## config.mk

```make
export PLATFORM = sky130hd
export DESIGN_NAME = edge_pair_encoder
export DESIGN_NICKNAME = d
export VERILOG_FILES = /design/src/rtl/edge_pair_pkg.sv /design/src/rtl/transition_detect.sv /design/src/rtl/first_hit_encoder.sv /design/src/rtl/edge_pair_encoder.sv
export SDC_FILE = /design/constraint.sdc
export NUM_CORES = 1
export LEC_CHECK = 0
export ABC_CLOCK_PERIOD_IN_PS = 1800
export BUFFER_PORTS_ARGS = -buffer_cell sky130_fd_sc_hd__buf_2
export CAP_MARGIN = 20
export CORE_MARGIN = 2
export CORE_UTILIZATION = 40
export CTS_CLUSTER_DIAMETER = 50
export CTS_CLUSTER_SIZE = 20
export DETAILED_ROUTE_END_ITERATION = 8
export HOLD_SLACK_MARGIN = 0.05
export PLACE_DENSITY = 0.68
export SYNTH_ARGS = -nofsm -noshare
export SYNTH_HDL_FRONTEND = slang
export SYNTH_SLANG_ARGS = --single-unit
```

## constraint.sdc

```tcl
create_clock -name clk -period 1.8 [get_ports clk]
set_input_delay 0.18 -clock clk [delete_from_list [all_inputs] [get_ports clk]]
set_output_delay 0.18 -clock clk [all_outputs]
set_load 0.02 [all_outputs]
```

## src/rtl/edge_pair_pkg.sv

```systemverilog
package edge_pair_pkg;

    localparam int SAMPLE_W = 32;
    localparam int POS_W    = $clog2(SAMPLE_W);
    localparam int WORD_W   = POS_W + 1;

    typedef enum logic {
        POL_RISE = 1'b0,
        POL_FALL = 1'b1
    } edge_pol_e;

    typedef struct packed {
        logic             hit;
        logic [POS_W-1:0] pos;
    } edge_word_t;

    function automatic edge_word_t make_miss(input logic level_flag);
        edge_word_t w;
        w.hit = 1'b0;
        w.pos = {{(POS_W-1){1'b0}}, level_flag};
        return w;
    endfunction

endpackage

```

## src/rtl/transition_detect.sv

```systemverilog
module transition_detect
    import edge_pair_pkg::*;
#(
    parameter int        TAPS = SAMPLE_W,
    parameter edge_pol_e POL  = POL_RISE
) (
    input  logic [TAPS-1:0] taps,
    input  logic            tap_after,
    output logic [TAPS-1:0] marks
);
    logic [TAPS:0] ext;
    assign ext = {tap_after, taps};

    for (genvar i = 0; i < TAPS; i++) begin : g_tap
        if (POL == POL_RISE) begin : g_rise
            assign marks[i] = ~ext[i] & ext[i+1];
        end else begin : g_fall
            assign marks[i] = ext[i] & ~ext[i+1];
        end
    end
endmodule

```

## src/rtl/first_hit_encoder.sv

```systemverilog
module first_hit_encoder
    import edge_pair_pkg::*;
#(
    parameter int TAPS = SAMPLE_W
) (
    input  logic [TAPS-1:0] marks,
    input  logic            level_flag,
    output edge_word_t      word
);
    localparam int PW = $clog2(TAPS);

    always_comb begin
        word = make_miss(level_flag);
        for (int i = TAPS - 1; i >= 0; i--) begin
            if (marks[i]) begin
                word.hit = 1'b1;
                word.pos = PW'(i);
            end
        end
    end
endmodule

```

## src/rtl/edge_pair_encoder.sv

```systemverilog
module edge_pair_encoder
    import edge_pair_pkg::*;
(
    input  logic                clk,
    input  logic                rst,
    input  logic                in_valid,
    input  logic [SAMPLE_W-1:0] in_sample,
    input  logic                in_next_bit0,
    output logic                out_valid,
    output logic [WORD_W-1:0]   out_rise,
    output logic [WORD_W-1:0]   out_fall
);
    logic [SAMPLE_W-1:0] rise_marks;
    logic [SAMPLE_W-1:0] fall_marks;
    edge_word_t          rise_w, fall_w;
    edge_word_t          rise_q, fall_q;
    logic                valid_q;

    transition_detect #(.TAPS(SAMPLE_W), .POL(POL_RISE)) u_rise_det (
        .taps      (in_sample),
        .tap_after (in_next_bit0),
        .marks     (rise_marks)
    );

    transition_detect #(.TAPS(SAMPLE_W), .POL(POL_FALL)) u_fall_det (
        .taps      (in_sample),
        .tap_after (in_next_bit0),
        .marks     (fall_marks)
    );

    first_hit_encoder #(.TAPS(SAMPLE_W)) u_rise_enc (
        .marks      (rise_marks),
        .level_flag (in_sample[0]),
        .word       (rise_w)
    );

    first_hit_encoder #(.TAPS(SAMPLE_W)) u_fall_enc (
        .marks      (fall_marks),
        .level_flag (~in_sample[0]),
        .word       (fall_w)
    );

    always_ff @(posedge clk) begin
        if (rst) begin
            valid_q <= 1'b0;
            rise_q  <= '0;
            fall_q  <= '0;
        end else begin
            valid_q <= in_valid;
            if (in_valid) begin
                rise_q <= rise_w;
                fall_q <= fall_w;
            end
        end
    end

    assign out_valid = valid_q;
    assign out_rise  = rise_q;
    assign out_fall  = fall_q;
endmodule

```

==> run_results.csv <==
group,metric,value,unit
routing,drcViolationCount,0,
setup_path,critical_path.endpoint_type,"register",
pwr,p_leak,0.890,nW
cells_and_area,final_cell_count_no_fill,351,
min_path,timing.hold.worst.class,"in2reg",
routing,route.final.wire_length,4910,um
floorplanning,top_level_ports,49,
logic_synthesis,yosysUniqueCellTypes,58,
placement,placed_area,0.00203,mm2
global_route,number_of_antenna_violations_at_the_first_check_in_global_routing,0,
logic_synthesis,syn_area_cell,6.93,um2
clocking,insertion_delay,0.24,ns
logic_synthesis,synth_top_cell_by_area,"dfxtp_1",
timing,finalCritPeriodShare,0.798,
placement,port_buffers,48,
routing,drt_first_pass_iters,4,
setup_path,worst-endpoint-required,1.92,ns
floorplanning,core_area,0.00409,mm2
setup_path,worst_endpoint_data_arrival_time,1.56,ns
floorplanning,floorplan.initialDensity,0.426,
placement,place.detailed.hpwl,4110,um
timing,setup-tns-final,0,ns
clocking,clkSlewWorstSetupHoldPaths,0.06,ns
timing,relSlewSlack,0.674,
setup_path,critical_path.max_stage_delay,0.41,ns
routing,drt.antenna.violating_nets,0,
run_status,outcome,"finished, final reports clean",
logic_synthesis,number_of_standard_cells_after_synthesis,251,
cells_and_area,drive_above_1_share,0.229,
floorplanning,chipHeight,69.9,um
clocking,cts.hold.buffers_added,0,
floorplanning,fp_rows,23,
timing,final.min_clock_period,1.44,ns
global_route,global_route_usage_over_all_layers,0.198,
clocking,cts.path.max_buffers,2,
timing,transition_time_at_the_pin_with_the_least_slew_margin,0.487,ns
logic_synthesis,yosys_register_bits,13,
global_route,grt_remaining_overflow,0,
logic_synthesis,post_synth_instance_area,0.00174,mm2
floorplanning,die_outline_area,0.00489,mm2
global_route,grt_pass1_vias,1817,
logic_synthesis,prevailing_post_synth_register_cell,"dfxtp_1",
global_route,grt_first_pass_wirelength,8180,um
logic_synthesis,leading_cell_types_by_total_area_after_synthesis,"dfxtp_1, nor2b_1, nand2b_1",
routing,routed_via_density,5.78,
clocking,cts_repair_resize_count,0,
setup_path,startpoint_type,"input pin",
flow_run,max_cap_violations,0,
placement,detailedPlace.worstSlack,0.126,ns
clocking,post-cts-setup-buffer-count,0,
setup_path,critical_path.max_fanout,6,
timing,unrepaired_setup_endpoints_after_global_routing,"no",
pwr,ir_drop,0.000200,V
logic_synthesis,post-synth-top-count-cell,"nor2b_1",
timing,timing.final.hold_violations,0,
logic_synthesis,synthArstFlopShare,0,
clocking,clock_sink_count,13,
setup_path,criticalPathCategory,"in2reg",
logic_synthesis,synth_nets,287,
setup_path,critical_path.cell_chain,"buf_2 > nor2b_4 > a2111o_1 > nor4b_2 > nor3b_2 > a211oi_1",
clocking,cts_inserted_buffers,3,
clocking,clk_root_buffer_cell,"clkbuf_8",
logic_synthesis,synth_top_area_frac,0.150,
clocking,tritoncts,"yes",
logic_synthesis,synth.yosys.seq_area_share,0.150,
timing,postLayoutSetupSlackWorst,0.363,ns
routing,drt_iter0_drc,122,
placement,dp.cells,347,
routing,num_vias,2028,
logic_synthesis,synth-edff-count,0,
pwr,powerDensity,475,mW/mm2
setup_path,worst_path_max_delay_cell,"a2111o_1",
timing,timing.final.setup_violations,0,
floorplanning,die_x,69.9,um
global_route,grt_max_degree,13,
clocking,htreeDepth,1,
routing,avgRoutedWirePerCell,14.0,um
cells_and_area,design.final.nets,338,
pwr,total_power,988,uW
timing,fmax,696,MHz
timing,finClkSkew,0,ns
logic_synthesis,commonest_cells_in_the_synthesized_netlist,"nor2b_1, nand2b_1, nor2_1",
placement,weighted_congestion_at_the_end_of_routability_driven_global_placement,0.907,
cells_and_area,area.growth.synth_to_final,19.6,%
cells_and_area,design_area,0.00208,mm2
cells_and_area,insertedDiodeCount,0,
timing,timing_max_transition_violations_final,0,
logic_synthesis,ys_warn_count,0,
[power breakdown]
group / switching, mW / internal (mW) / total [mW] / leakage (nW)
sequential: 0.00795 / 0.304 / 0.312 / 0.107
combinational: 0.244 / 0.170 / 0.414 / 0.760
clock: 0.106 / 0.156 / 0.263 / 0.0228
total: 0.358 / 0.630 / 0.988 / 0.890
[placed cells by master, fill, tap and decap left out, types with 3 or more instances in the layout]
| master | Yosys | layout |
|---|---|---|
| o221ai_1 | 5 | 5 |
| buf_4 | 1 | 4 |
| o21ai_0 | 15 | 15 |
| dfxtp_1 | 13 | 13 |
| a21oi_1 | 11 | 11 |
| a211oi_1 | 4 | 4 |
| nor2b_1 | 31 | 31 |
| buf_2 | 3 | 48 |
| o41ai_1 | 4 | 4 |
| a31o_1 | 3 | 3 |
| nand4_1 | 5 | 5 |
| nand3_1 | 7 | 7 |
| a31oi_1 | 5 | 5 |
| clkbuf_8 | 0 | 3 |
| nand2_1 | 18 | 18 |
| nor2_1 | 20 | 20 |
| or2_2 | 3 | 3 |
| nand2b_1 | 21 | 21 |
| and3_1 | 3 | 3 |
| nor3_1 | 6 | 6 |
| o21ai_1 | 3 | 3 |
| inv_1 | 15 | 15 |
| a2111oi_0 | 3 | 3 |
| nor4_1 | 4 | 4 |
[stage by stage]
stage           util  hold WS [ns]
3_3_place_gp   0.498         0.401
6_report       0.509         0.156
3_5_place_dp   0.498         0.405
5_1_grt        0.509         0.155
2_1_floorplan      -         0.419
4_1_cts        0.509         0.151
[registers in the layout, indices dropped and copies added, names as in the netlist]
| signal | flops |
|---|---|
| out_rise | 6 |
| out_fall | 6 |
| out_valid | 1 |
[final timing paths]
check | cells after the start | to | start | slack (ns)
max | 6 | out_rise[5] | in_sample[29] | 0.36
min | 2 | out_valid | rst | 0.16
max reg2reg | 2 | out_fall[2] | out_fall[2] | 1.00
min reg2reg | 2 | out_fall[3] | out_fall[3] | 0.45
[cell families (layout without fill, tap and decap cells)]
logic type | after synthesis | after routing | synth area share
AOI/OAI and AO/OA | 80 | 80 | 0.329
buffers and inverters | 22 | 72 | 0.0561
DFF | 13 | 13 | 0.150
muxes | 2 | 2 | 0.0115
and+or+nand+nor | 134 | 134 | 0.454
[layout make-up]
type                            instances  area [um2]
Multi-Input combinational cell        216        1380
Timing Repair Buffer                   52         270
Sequential cell                        13         260
Inverter                               16        60.1
Clock buffer                            4        45.0
Tap cell                               50        62.6
Fill cell                             431        2010
[metal layers]
| metal | global-route usage | share of wire |
|---|---|---|
| met4 | 0.0385 | 0.0077 |
| met3 | 0.0289 | 0.050 |
| met5 | 0 | 0 |
| met2 | 0.316 | 0.45 |
| met1 | 0.282 | 0.49 |
[critical path, delay by kind of cell]
family	cells	cell delay [ns]
AND/OR/NAND/NOR	3	0.74
AO/OA/AOI/OAI	2	0.51
buffers and inverters	1	0.13
Note: power is estimated with default switching activity, not from simulation.
